<file path="src/rtl/pgw_pkg.sv">
package pgw_pkg;
  localparam int unsigned ADDR_W      = 32;
  localparam int unsigned PAGE_SHIFT  = 12;
  localparam int unsigned ENTRY_SHIFT = 2;
  localparam int unsigned VALID_POS   = 1;
  localparam int unsigned NS_POS      = 3;
  localparam int unsigned VPN_W       = ADDR_W - PAGE_SHIFT;

  typedef enum logic [1:0] {
    ST_IDLE,
    ST_ISSUE,
    ST_WAIT,
    ST_DONE
  } walk_state_e;

  typedef struct packed {
    logic              fault;
    logic              nonsec;
    logic [ADDR_W-1:0] pa;
  } xlate_res_t;

  // Byte address of the descriptor for a virtual address (wraps modulo 2^ADDR_W).
  function automatic logic [ADDR_W-1:0] entry_addr(input logic [ADDR_W-1:0] base,
                                                   input logic [ADDR_W-1:0] va);
    logic [ADDR_W-1:0] off;
    off = (va >> PAGE_SHIFT) << ENTRY_SHIFT;
    return base + off;
  endfunction

  // Turn a descriptor plus the virtual address into a result.
  function automatic xlate_res_t decode_entry(input logic [ADDR_W-1:0] desc,
                                              input logic [ADDR_W-1:0] va);
    xlate_res_t        r;
    logic [ADDR_W-1:0] hi_mask;
    hi_mask  = {ADDR_W{1'b1}} << PAGE_SHIFT;
    r.fault  = !desc[VALID_POS];
    r.nonsec = desc[VALID_POS] & desc[NS_POS];
    r.pa     = desc[VALID_POS] ? ((desc & hi_mask) | (va & ~hi_mask)) : '0;
    return r;
  endfunction
endpackage

</file>
<file path="src/rtl/pgw_base_reg.sv">
module pgw_base_reg
  import pgw_pkg::*;
(
  input  logic              clk,
  input  logic              rst_n,
  input  logic              cfg_we,
  input  logic [ADDR_W-1:0] cfg_base,
  output logic [ADDR_W-1:0] base_q
);
  always_ff @(posedge clk) begin
    if (!rst_n)      base_q <= '0;
    else if (cfg_we) base_q <= cfg_base;
  end

  assert_base_load_R8: assert property (@(posedge clk) disable iff (!rst_n)
    cfg_we |=> base_q == $past(cfg_base));
endmodule

</file>
<file path="src/rtl/pgw_seq.sv">
module pgw_seq
  import pgw_pkg::*;
(
  input  logic              clk,
  input  logic              rst_n,
  input  logic              req_valid,
  input  logic [ADDR_W-1:0] req_va,
  input  logic [ADDR_W-1:0] base_q,
  output logic              mem_req_valid,
  output logic [ADDR_W-1:0] mem_req_addr,
  input  logic              mem_rsp_valid,
  input  logic [ADDR_W-1:0] mem_rsp_data,
  output logic              busy,
  output logic              rsp_valid,
  output logic [ADDR_W-1:0] va_q,
  output logic [ADDR_W-1:0] desc_q
);
  walk_state_e       st_q, st_d;
  logic [ADDR_W-1:0] addr_q;

  // Named internal events
  logic accept;
  logic capture;
  assign accept  = req_valid && (st_q == ST_IDLE);
  assign capture = mem_rsp_valid && (st_q == ST_WAIT);

  always_comb begin
    st_d = st_q;
    unique case (st_q)
      ST_IDLE:  if (accept)  st_d = ST_ISSUE;
      ST_ISSUE:              st_d = ST_WAIT;
      ST_WAIT:  if (capture) st_d = ST_DONE;
      ST_DONE:               st_d = ST_IDLE;
      default:               st_d = ST_IDLE;
    endcase
  end

  always_ff @(posedge clk) begin
    if (!rst_n) begin
      st_q   <= ST_IDLE;
      addr_q <= '0;
      va_q   <= '0;
      desc_q <= '0;
    end else begin
      st_q <= st_d;
      if (accept) begin
        va_q   <= req_va;
        addr_q <= entry_addr(base_q, req_va);
      end
      if (capture) desc_q <= mem_rsp_data;
    end
  end

  assign mem_req_valid = (st_q == ST_ISSUE);
  assign mem_req_addr  = addr_q;
  assign busy          = (st_q != ST_IDLE);
  assign rsp_valid     = (st_q == ST_DONE);

  assert_issue_next_R3: assert property (@(posedge clk) disable iff (!rst_n)
    accept |=> mem_req_valid && mem_req_addr == entry_addr($past(base_q), $past(req_va)));
  assert_issue_pulse_R3: assert property (@(posedge clk) disable iff (!rst_n)
    mem_req_valid |=> !mem_req_valid && busy);
  assert_busy_hold_R2: assert property (@(posedge clk) disable iff (!rst_n)
    (busy && !rsp_valid) |=> busy);
  assert_rsp_follows_R7: assert property (@(posedge clk) disable iff (!rst_n)
    capture |=> rsp_valid && desc_q == $past(mem_rsp_data));
  assert_rsp_pulse_R7: assert property (@(posedge clk) disable iff (!rst_n)
    rsp_valid |=> !rsp_valid && !busy);
  assert_stray_ignored_R9: assert property (@(posedge clk) disable iff (!rst_n)
    (mem_rsp_valid && !busy && !req_valid) |=> !busy && !rsp_valid);
  assert_addr_kept_R8: assert property (@(posedge clk) disable iff (!rst_n)
    (busy && !$rose(busy)) |-> $stable(mem_req_addr));
endmodule

</file>
<file path="src/rtl/pgw_decode.sv">
module pgw_decode
  import pgw_pkg::*;
(
  input  logic [ADDR_W-1:0] va_q,
  input  logic [ADDR_W-1:0] desc_q,
  output logic              fault,
  output logic              nonsec,
  output logic [ADDR_W-1:0] pa
);
  xlate_res_t res;
  assign res    = decode_entry(desc_q, va_q);
  assign fault  = res.fault;
  assign nonsec = res.nonsec;
  assign pa     = res.pa;
endmodule

</file>
<file path="src/rtl/pgw_top.sv">
module pgw_top
  import pgw_pkg::*;
(
  input  logic              clk,
  input  logic              rst_n,
  input  logic              cfg_we,
  input  logic [ADDR_W-1:0] cfg_base,
  input  logic              req_valid,
  input  logic [ADDR_W-1:0] req_va,
  output logic              busy,
  output logic              mem_req_valid,
  output logic [ADDR_W-1:0] mem_req_addr,
  input  logic              mem_rsp_valid,
  input  logic [ADDR_W-1:0] mem_rsp_data,
  output logic              rsp_valid,
  output logic              rsp_fault,
  output logic              rsp_nonsec,
  output logic [ADDR_W-1:0] rsp_pa,
  output logic [ADDR_W-1:0] rsp_fault_va
);
  logic [ADDR_W-1:0] base_q;
  logic [ADDR_W-1:0] va_q;
  logic [ADDR_W-1:0] desc_q;

  pgw_base_reg u_base (
    .clk      (clk),
    .rst_n    (rst_n),
    .cfg_we   (cfg_we),
    .cfg_base (cfg_base),
    .base_q   (base_q)
  );

  pgw_seq u_seq (
    .clk           (clk),
    .rst_n         (rst_n),
    .req_valid     (req_valid),
    .req_va        (req_va),
    .base_q        (base_q),
    .mem_req_valid (mem_req_valid),
    .mem_req_addr  (mem_req_addr),
    .mem_rsp_valid (mem_rsp_valid),
    .mem_rsp_data  (mem_rsp_data),
    .busy          (busy),
    .rsp_valid     (rsp_valid),
    .va_q          (va_q),
    .desc_q        (desc_q)
  );

  pgw_decode u_dec (
    .va_q   (va_q),
    .desc_q (desc_q),
    .fault  (rsp_fault),
    .nonsec (rsp_nonsec),
    .pa     (rsp_pa)
  );

  assign rsp_fault_va = va_q;

  assert_reset_idle_R1: assert property (@(posedge clk)
    !rst_n |=> !busy && !rsp_valid && !mem_req_valid);
  assert_fault_clean_R6: assert property (@(posedge clk) disable iff (!rst_n)
    (rsp_valid && rsp_fault) |-> (rsp_pa == '0) && !rsp_nonsec);
  assert_offset_kept_R4: assert property (@(posedge clk) disable iff (!rst_n)
    (rsp_valid && !rsp_fault) |-> rsp_pa[PAGE_SHIFT-1:0] == rsp_fault_va[PAGE_SHIFT-1:0]);
endmodule

</file>
<file path="config.mk">
export PLATFORM = sky130hd
export DESIGN_NAME = pgw_top
export DESIGN_NICKNAME = d
export VERILOG_FILES = /design/src/rtl/pgw_pkg.sv /design/src/rtl/pgw_base_reg.sv /design/src/rtl/pgw_seq.sv /design/src/rtl/pgw_decode.sv /design/src/rtl/pgw_top.sv
export SDC_FILE = /design/constraint.sdc
export NUM_CORES = 1
export LEC_CHECK = 0
export ABC_CLOCK_PERIOD_IN_PS = 3500
export BUFFER_PORTS_ARGS = -buffer_cell sky130_fd_sc_hd__buf_2
export CAP_MARGIN = 40
export CELL_PAD_IN_SITES_DETAIL_PLACEMENT = 2
export CELL_PAD_IN_SITES_GLOBAL_PLACEMENT = 2
export CORE_ASPECT_RATIO = 0.7
export CORE_MARGIN = 10
export CORE_UTILIZATION = 28
export DETAILED_ROUTE_END_ITERATION = 10
export PLACE_DENSITY_LB_ADDON = 0.08
export SLEW_MARGIN = 15
export SYNTH_ARGS = -nofsm -noshare
export SYNTH_HDL_FRONTEND = slang
export SYNTH_SLANG_ARGS = --single-unit
export TNS_END_PERCENT = 100
</file>
<file path="constraint.sdc">
create_clock -name clk -period 3.5 [get_ports clk]
set_input_delay 0.7 -clock clk [delete_from_list [all_inputs] [get_ports clk]]
set_output_delay 0.7 -clock clk [all_outputs]
set_load 0.1 [all_outputs]
</file>
==> results.yml, run 1 <==
status:
  outcome: "completed"
sta:
  max_freq_mhz: 356.6
  min_period_over_period: 0.8012
  hold_viol_final: 0
  slew_violations: 0
  holdWs_ps: 451.3
  rsz0062_at_grt: "false"
  final-setup-viol-count: 0
  setup_tns_ps: 0
  timing.clock.skew_ps: 11.20
  relSlewSlack: 0.4783
  fin_crit_ps: 2804
  worst_slew_pin_slew_ps: 780.7
setup_path:
  r2r_start: "u_base.base_q[2]$_SDFFE_PN0P_"
  crit_fanout: 3
  slowest_stage: "fa_1"
  critPathMaxStageDelay_ps: 390
  cp-end-kind: "register"
  crit_type: "in2reg"
  rrSetupSlack_ps: 730
  crit_chain: "buf_2, ha_1, inv_1, fa_1, and2b_1, o31ai_2, a21o_1, o21ai_2, a31oi_1, or3_1, a31oi_1"
  crit_start: "req_va[12]"
  worstPathArrival_ps: 3140
  r2r_cells: 10
  critPathLaunchType: "input port"
  r2r-end: "u_seq.mem_req_addr[30]$_SDFFE_PN0P_"
  path_common_cell: "a31oi_1"
  crit_required_ps: 3840
grt:
  grt_pass1_vias: 6071
  met3_usage: 0.03837
  grt_usage: 0.1621
  use_met2: 0.2621
  grt_pass1_wl_mm: 35.61
  met1_usage: 0.2123
  antenna_found_initial: 0
  overflow: 0
  gr-max-usage-layer: "met2"
  grt_max_degree: 72
power:
  p_seq_frac: 0.300
  clkPwrFrac: 0.319
  p_comb_frac: 0.381
  power.internal_mw: 3.101
  switching_power_mw: 2.477
  swShare: 0.4441
  vdd_drop_max_mv: 0.2947
  power.density_mw_per_mm2: 720.2
  p_leak_nw: 3.501
die:
  coreArea_mm2: 0.02081
  io_pins: 202
  die_h_um: 142.0
  start_util: 0.2860
  dieArea_mm2: 0.02758
  die_w_um: 194.2
  num_rows: 44
drt:
  wire_per_inst_um: 19.36
  drtAntennaViolNets: 0
  vias: 5636
  first_pass_iters: 4
  vias_per_cell: 4.817
  drt_iter0_markers: 146
  drt_wl_total_mm: 22.65
  drc: 0
cts:
  cts_num_sinks: 120
  cts_setup_buffers: 0
  path_clk_slew_ps: 60
  cts-root-buf: "clkbuf_16"
  cts_buffer_depth: 2
  hold_buffers: 0
  clock_latency_ps: 420
  htreeDepth: 4
  cts_tree: "built"
  cts_buffers: 17
  post_cts_resized: 0
finish:
  final_area_mm2: 0.007745
  seq_area_mm2: 0.002402
  drive_gt1_frac: 0.2617
  multi_input_area_mm2: 0.003312
  syn_to_final_growth_pct: 30.15
  final_nets: 1011
  diodes: 0
  layoutNonFillerInstCount: 1170
  final_util: 0.3722
  final_common_cell: "buf_2"
  layout_common_cells: "buf_2 (190), nand2_1 (155), dfxtp_1 (120), a21boi_0 (58), and2_1 (46)"
  nFillCells: 2384
yosys:
  ys_warn_count: 0
  ys_ff_latch: 120
  async_flop_share: 0
  syn_inst: 712
  seq_area_frac_synth: 0.4037
  synth_edf_count: 0
  synth-main-ff-cell: "dfxtp_1"
  synthSimpleGateAreaFrac: 0.2246
  synth_area_mm2: 0.005951
  synth.distinct_cells: 49
  synthMuxAreaShare: 0.05551
  syn_area_per_cell_um2: 8.358
  synth_compound_area_frac: 0.1890
  synth_xor_xnor_area_share: 0.03091
  yosys.area_share.adder: 0.05593
  synth_top_family_by_area: "simple AND/OR/NAND/NOR gates"
  synth_fp_nets: 839
placed_design:
  hpwlAfterDp_mm: 17.33
  gp_congestion: 0.8069
  dpl_cell_area_mm2: 0.007162
  dp_cells: 1141
  io_buffer_count: 191
hold_path:
  min_path_type: "reg2reg"
  hold_path_end: "u_seq.mem_req_addr[29]$_SDFFE_PN0P_"
  holdPathStages: 2
  hold_start: "u_seq.mem_req_addr[29]$_SDFFE_PN0P_"
flow_run:
  maxCapViolations: 0
## layer usage
metal | vias to the layer above | part of all wire | wire length, um
met5 | - | 0 | 0
met4 | 0 | 0.0075 | 170
met3 | 11 | 0.033 | 756
met2 | 96 | 0.47 | 10600
met1 | 2773 | 0.49 | 11120
li1 | 2756 | - | -
## power groups by stage
stage	combinational (mW)	clock (mW)	sequential (mW)
floorplan	0.765	0	2.59
global placement	2.09	0	1.69
detailed placement	2.15	0	1.70
CTS	2.16	1.83	1.68
global route	2.28	1.89	1.70
finish	2.13	1.78	1.67
## worst max-delay path, delay by kind of cell
family | cells | cell delay (ps)
buffers and inverters | 2 | 170
AND/OR/NAND/NOR | 2 | 650
AO/OA/AOI/OAI | 5 | 1000
adder cells (fa/ha/maj) | 2 | 600
## through the flow
step	power, mW	worst slack, ps
CTS	5.669	712.0
finish	5.578	695.7
global placement	3.778	419.0
global route	5.876	602.9
detailed placement	3.855	367.9
floorplan	3.357	761.7
## synth_stat cells, drive strengths merged (2+ instances only)
library cell | count | area share
nand2 | 156 | 0.098
dfxtp | 120 | 0.40
a21boi | 58 | 0.073
and2 | 48 | 0.050
o21ai | 45 | 0.038
clkbuf | 38 | 0.024
nor2b | 34 | 0.036
mux2i | 33 | 0.056
a21oi | 28 | 0.024
ha | 25 | 0.053
inv | 15 | 0.0095
xnor2 | 11 | 0.016
nor2 | 10 | 0.0063
xor2 | 10 | 0.015
buf | 9 | 0.0067
nand3 | 9 | 0.0076
nand4 | 9 | 0.0095
a211oi | 7 | 0.0088
a31oi | 6 | 0.0063
a21o | 5 | 0.0063
a41oi | 4 | 0.0059
nor3 | 3 | 0.0025
nor4 | 3 | 0.0032
o211ai | 3 | 0.0038
o31ai | 3 | 0.0069
and3 | 2 | 0.0021
o211a | 2 | 0.0034
o21a | 2 | 0.0025
or3 | 2 | 0.0021
## sequential cells by signal, summed over array words and instances, names as in the netlist
signal / cells
u_base.base_q: 32
u_seq.desc_q: 22
u_seq.mem_req_addr: 32
u_seq.st_q: 2
u_seq.va_q: 32
## layout make-up
class,instances,area share
clock buffer,20,0.05897
sequential,120,0.3102
clock inverter,9,0.01632
tap,276,0.04459
multi-input combinational,530,0.4276
inverter,15,0.007270
timing repair buffer,200,0.1351
## kinds of logic (layout without fill, tap and decap cells)
| kind of cell | after synthesis | after routing |
|---|---|---|
| AND/OR/NAND/NOR | 281 | 281 |
| AO/OA/AOI/OAI | 169 | 169 |
| flip-flops | 120 | 120 |
| buffers and inverters | 62 | 244 |
| multiplexers | 33 | 33 |
| adder cells (fa/ha/maj) | 26 | 26 |
| XOR/XNOR | 21 | 21 |
## worst max path at each step
stage                                                endpoint  slack (ps)  cells past startpoint
after floorplan           u_seq.mem_req_addr[24]$_SDFFE_PN0P_         760                     10
after global placement    u_seq.mem_req_addr[24]$_SDFFE_PN0P_         420                     11
after detailed placement  u_seq.mem_req_addr[30]$_SDFFE_PN0P_         370                     11
after CTS                 u_seq.mem_req_addr[30]$_SDFFE_PN0P_         710                     11
after global routing      u_seq.mem_req_addr[30]$_SDFFE_PN0P_         600                     10
final                     u_seq.mem_req_addr[30]$_SDFFE_PN0P_         700                     11
Power figures use the tool's default switching activity.
==> run 2: changes to the inputs <==
ABC_AREA = 1   (was unset)
ABC_CLOCK_PERIOD_IN_PS = 2600   (was 3500)
CORE_UTILIZATION = 26   (was 28)
clock period = 2.6 ns   (was 3.5 ns; I/O delays follow)
==> run 2 against run 1 <==
Compared with the run above: via count up 22%; synthesized area rose by 7.2%; worst setup slack lost 460 ps; sequential power grew 48%; cell count is 30% higher; sequential share of layout area down 1.9 points; combinational power up 110%; sequential cell count unchanged; critical path depth fell by 7; first-iteration DRC count rose by 62%; highest routed layer is now met5.
==> results.yml, run 2 <==
grt:
  overflow: 0
  grt_max_degree: 86
  grt_pass1_wl_mm: 42.86
  antenna_found_initial: 3
  grt_pass1_vias: 7382
  grt_usage: 0.1739
power:
  power.density_mw_per_mm2: 1113
  p_leak_nw: 4.544
  vdd_drop_max_mv: 0.4900
yosys:
  async_flop_share: 0
  syn_inst: 1007
  synth-main-ff-cell: "dfxtp_1"
  synth_fp_nets: 1134
  synth_most_common_cell: "nor2_1"
  synth_area_leaders: "dfxtp_1 (38%), nor2_1 (14%), nand2_1 (12%), inv_1 (8.8%), o21ai_0 (8.5%)"
  seq_area_frac_synth: 0.3767
  ys_warn_count: 0
  synth.distinct_cells: 27
  synth_top_area_frac: 0.3767
  synth_edf_count: 0
  ys_ff_latch: 120
  synth.largest_area_cell: "dfxtp_1"
  synth_area_mm2: 0.006377
  synth_common_cells: "nor2_1 (238), nand2_1 (207), inv_1 (149)"
  syn_area_per_cell_um2: 6.333
sta:
  final-setup-viol-count: 0
  max_freq_mhz: 423.7
  slew_violations: 0
  holdWs_ps: 311.1
  rsz0062_at_grt: "false"
  timing.clock.skew_ps: 14.94
  hold_viol_final: 0
  fin_ws_ps: 239.6
  fin_crit_ps: 2360
  min_period_over_period: 0.9078
  worst_slew_pin_slew_ps: 772.3
  setup_tns_ps: 0
  relSlewSlack: 0.4852
die:
  dieArea_mm2: 0.03129
  num_rows: 47
  io_pins: 202
  start_util: 0.2671
  coreArea_mm2: 0.02388
  die_h_um: 151.0
  die_w_um: 207.2
status:
  outcome: "completed"
cts:
  post_cts_resized: 0
  hold_buffers: 0
  clock_latency_ps: 430
  path_clk_slew_ps: 70
  cts_tree: "built"
  cts_setup_buffers: 0
  cts-root-buf: "clkbuf_16"
  cts_buffer_depth: 2
  htreeDepth: 4
  cts_buffers: 17
  cts_num_sinks: 120
finish:
  final_util: 0.3457
  drive_gt1_frac: 0.2115
  layout_common_cells: "nor2_1 (238), nand2_1 (207), buf_2 (191), inv_1 (148), dfxtp_1 (120)"
  final_common_cell: "nor2_1"
  final_nets: 1315
  syn_to_final_growth_pct: 29.43
drt:
  wire_per_inst_um: 17.80
  first_pass_iters: 4
  vias: 6883
  drtAntennaViolNets: 0
  drc: 0
  vias_per_cell: 4.525
  drt_wl_total_mm: 27.08
  drt_iter0_markers: 236
placed_design:
  gp_congestion: 0.8374
  io_buffer_count: 191
  pre_cts_slack_ps: 83.04
  hpwlAfterDp_mm: 21.32
setup_path:
  rrSetupSlack_ps: 370
  r2r_cells: 13
  critPathLaunchType: "register"
  crit_fanout: 24
  crit_type: "reg2out"
  r2r-end: "u_seq.mem_req_addr[30]$_SDFFE_PN0P_"
  worstPathArrival_ps: 1840
  crit_required_ps: 2080
  r2r_start: "u_base.base_q[2]$_SDFFE_PN0P_"
  cp-end-kind: "output pin"
flow_run:
  maxCapViolations: 0
hold_path:
  hold_path_end: "u_base.base_q[0]$_SDFFE_PN0P_"
  hold_start: "cfg_base[0]"
  holdPathStages: 3
  min_path_type: "in2reg"
run 2: cell types whose count changed after synthesis, moves of 45 or more:
cell      change
inv_1       +134
and2_1       -45
o21ai_0      +76
nor2_1      +228
a21boi_0     -58
nand2_1      +51
run 2: worst max-delay path: stages (launching register included):
cell and delay, ps:
dfxtp_1 620, buf_12 230, nand2_1 70, inv_1 70, buf_2 420
run 2: layout make-up:
cell class / count / area (um^2)
Multi-Input combinational cell: 698 / 3258
Timing Repair Buffer: 201 / 1056
Sequential cell: 120 / 2402
Inverter: 150 / 563.0
Tap cell: 318 / 397.9
Clock inverter: 13 / 118.9
Clock buffer: 19 / 452.9
Antenna cell: 2 / 5.005
Fill cell: 3031 / 15620
run 2: metal layers:
| layer | up-vias | routed length [um] | GRT usage |
|---|---|---|---|
| met2 | 113 | 11380 | 0.2609 |
| met3 | 20 | 975 | 0.04012 |
| met5 | - | 27 | 0 |
| li1 | 3467 | - | - |
| met1 | 3279 | 14430 | 0.2461 |
| met4 | 4 | 265 | 0.04111 |
run 2: through the flow:
stage / std cells / cell area, um^2 / power [mW]
5_1_grt: 1520 / 8252 / 9.749
6_report: 1521 / 8254 / 9.186
4_1_cts: 1519 / 8249 / 9.343
2_1_floorplan: 1007 / 6377 / 5.952
3_3_place_gp: 1487 / 7677 / 6.871
3_5_place_dp: 1487 / 7677 / 6.947
run 2: cell families after synthesis:
kind of cell / after synthesis / share of synthesized area
buffers and inverters: 189 / 0.1124
AND/OR/NAND/NOR: 519 / 0.3294
flip-flops: 120 / 0.3767
XOR/XNOR: 10 / 0.01373
adder cells (fa/ha/maj): 26 / 0.05219
AO/OA/AOI/OAI: 143 / 0.1156
run 2: worst max path at each step:
stage | slack [ps] | cells after the start | startpoint | endpoint
after floorplan | 410 | 2 | u_seq.va_q[0]$_SDFFE_PN0P_ | rsp_pa[0]
after global placement | 140 | 14 | req_va[12] | u_seq.mem_req_addr[26]$_SDFFE_PN0P_
after detailed placement | 80 | 14 | req_va[12] | u_seq.mem_req_addr[30]$_SDFFE_PN0P_
after CTS | 190 | 4 | u_seq.desc_q[1]$_SDFFE_PN0P_ | rsp_pa[27]
after global routing | 100 | 4 | u_seq.desc_q[1]$_SDFFE_PN0P_ | rsp_pa[26]
final | 240 | 4 | u_seq.desc_q[1]$_SDFFE_PN0P_ | rsp_pa[30]
run 2: power by group:
| part | internal, mW | total (mW) | switching (mW) |
|---|---|---|---|
| registers | 2.24 | 2.47 | 0.235 |
| clock network | 1.37 | 2.33 | 0.960 |
| logic | 0.772 | 4.38 | 3.61 |
| total | 4.38 | 9.19 | 4.81 |
==> run 3: changes to the inputs <==
CELL_PAD_IN_SITES_DETAIL_PLACEMENT = 1   (was 2)
==> run 3 against run 2 <==
Compared with the run above: sequential share of layout area about the same; critical path depth stayed put; first-iteration DRC count is 9.3% lower; sequential cell count stayed put; largest power group unchanged; utilization barely moved; count of clock-buffer cells in the layout unchanged.
==> results.yml, run 3 (synthesis gave the netlist of run 2 again) <==
status:
  outcome: "completed"
die:
  dieArea_mm2: 0.03129
  die_h_um: 151.0
  io_pins: 202
  start_util: 0.2671
  num_rows: 47
  die_w_um: 207.2
  coreArea_mm2: 0.02388
sta:
  slew_violations: 0
  max_freq_mhz: 423.4
  hold_viol_final: 0
  timing.clock.skew_ps: 8.399
  relSlewSlack: 0.4754
  fin_crit_ps: 2362
  final-setup-viol-count: 0
  worst_slew_pin_slew_ps: 787.0
  setup_tns_ps: 0
  min_period_over_period: 0.9084
  fin_ws_ps: 238.2
  rsz0062_at_grt: "false"
cts:
  cts_buffers: 17
  cts_tree: "built"
  cts-root-buf: "clkbuf_16"
  cts_setup_buffers: 0
  clock_latency_ps: 430
  cts_buffer_depth: 2
  cts_num_sinks: 120
  post_cts_resized: 0
  path_clk_slew_ps: 60
  hold_buffers: 0
  htreeDepth: 4
drt:
  drt_iter0_markers: 214
  drtAntennaViolNets: 0
  vias: 6633
  wire_per_inst_um: 16.73
  drc: 0
  first_pass_iters: 4
  vias_per_cell: 4.358
  drt_wl_total_mm: 25.46
finish:
  final_common_cell: "nor2_1"
  final_nets: 1315
  nFillCells: 3125
  drive_gt1_frac: 0.2115
  syn_to_final_growth_pct: 29.49
  layout_common_cells: "nor2_1 (238), nand2_1 (207), buf_2 (191), inv_1 (148), dfxtp_1 (120)"
setup_path:
  crit_required_ps: 2080
  rrSetupSlack_ps: 390
  r2r_start: "u_base.base_q[2]$_SDFFE_PN0P_"
  crit_fanout: 24
  r2r_cells: 13
  r2r-end: "u_seq.mem_req_addr[16]$_SDFFE_PN0P_"
  crit_type: "reg2out"
  cp-end-kind: "output pin"
  worstPathArrival_ps: 1840
  critPathLaunchType: "register"
power:
  p_leak_nw: 4.548
  power.density_mw_per_mm2: 1107
  vdd_drop_max_mv: 0.5361
hold_path:
  hold_path_end: "u_base.base_q[7]$_SDFFE_PN0P_"
  hold_start: "cfg_base[7]"
  min_path_type: "in2reg"
  holdPathStages: 3
flow_run:
  maxCapViolations: 0
placed_design:
  hpwlAfterDp_mm: 20.05
  io_buffer_count: 191
  gp_congestion: 0.8374
  pre_cts_slack_ps: 127.7
grt:
  grt_max_degree: 86
  grt_pass1_wl_mm: 39.86
  grt_usage: 0.1627
  antenna_found_initial: 3
  overflow: 0
  grt_pass1_vias: 6781
==> run 3: cell count changes in the layout (fill, tap and decap cells not counted), sizes merged <==
cell,before,now
clkinv,5,6
clkinvlp,4,3
diode,2,3
==> run 3: worst max-delay path by stage <==
stage	end	slack [ps]	from
CTS	rsp_pa[30]	200	u_seq.desc_q[1]$_SDFFE_PN0P_
floorplan	rsp_pa[0]	410	u_seq.va_q[0]$_SDFFE_PN0P_
global placement	u_seq.mem_req_addr[26]$_SDFFE_PN0P_	140	req_va[12]
global route	rsp_pa[27]	110	u_seq.desc_q[1]$_SDFFE_PN0P_
finish	rsp_pa[30]	240	u_seq.desc_q[1]$_SDFFE_PN0P_
detailed placement	u_seq.mem_req_addr[22]$_SDFFE_PN0P_	130	req_va[12]
==> run 3: cell type report <==
type,count,area (um^2),share of cell area
multi-input cells,698,3258,0.3945
flip-flops and latches,120,2402,0.2909
repair buffers,201,1056,0.1279
inverters,150,563.0,0.06818
clock buffers,19,452.9,0.05485
well taps,318,397.9,0.04818
clock inverters,13,120.1,0.01455
diodes,3,7.507,0.0009091
==> run 3: report_power, final <==
group          switching, mW  internal, mW  total (mW)
combinational           3.56         0.772        4.34
clock                  0.971          1.37        2.34
sequential             0.227          2.24        2.47
==> run 3: metrics by stage <==
stage | total power [mW] | instances | cell area [um^2] | hold WS, ps | utilization
floorplan | 5.952 | 1007 | 6377 | 454.5 | -
global placement | 6.871 | 1487 | 7677 | 459.0 | 0.3216
global route | 9.705 | 1521 | 8255 | 304.5 | 0.3458
detailed placement | 6.905 | 1487 | 7677 | 468.3 | 0.3216
CTS | 9.305 | 1519 | 8250 | 299.8 | 0.3456
finish | 9.144 | 1522 | 8258 | 317.6 | 0.3459
==> run 3: per-layer routing <==
layer  track usage  share of wire  routed length [um]
met4       0.04074         0.0094                 239
met2        0.2328           0.40               10240
met1        0.2358           0.54               13850
met5             0        0.00067                  17
met3       0.04135          0.044                1113
==> run 3: worst max-delay path: stages, from the launching register on <==
cell	delay, ps
dfxtp_1	630
buf_12	230
nand2_1	60
inv_1	60
buf_2	420
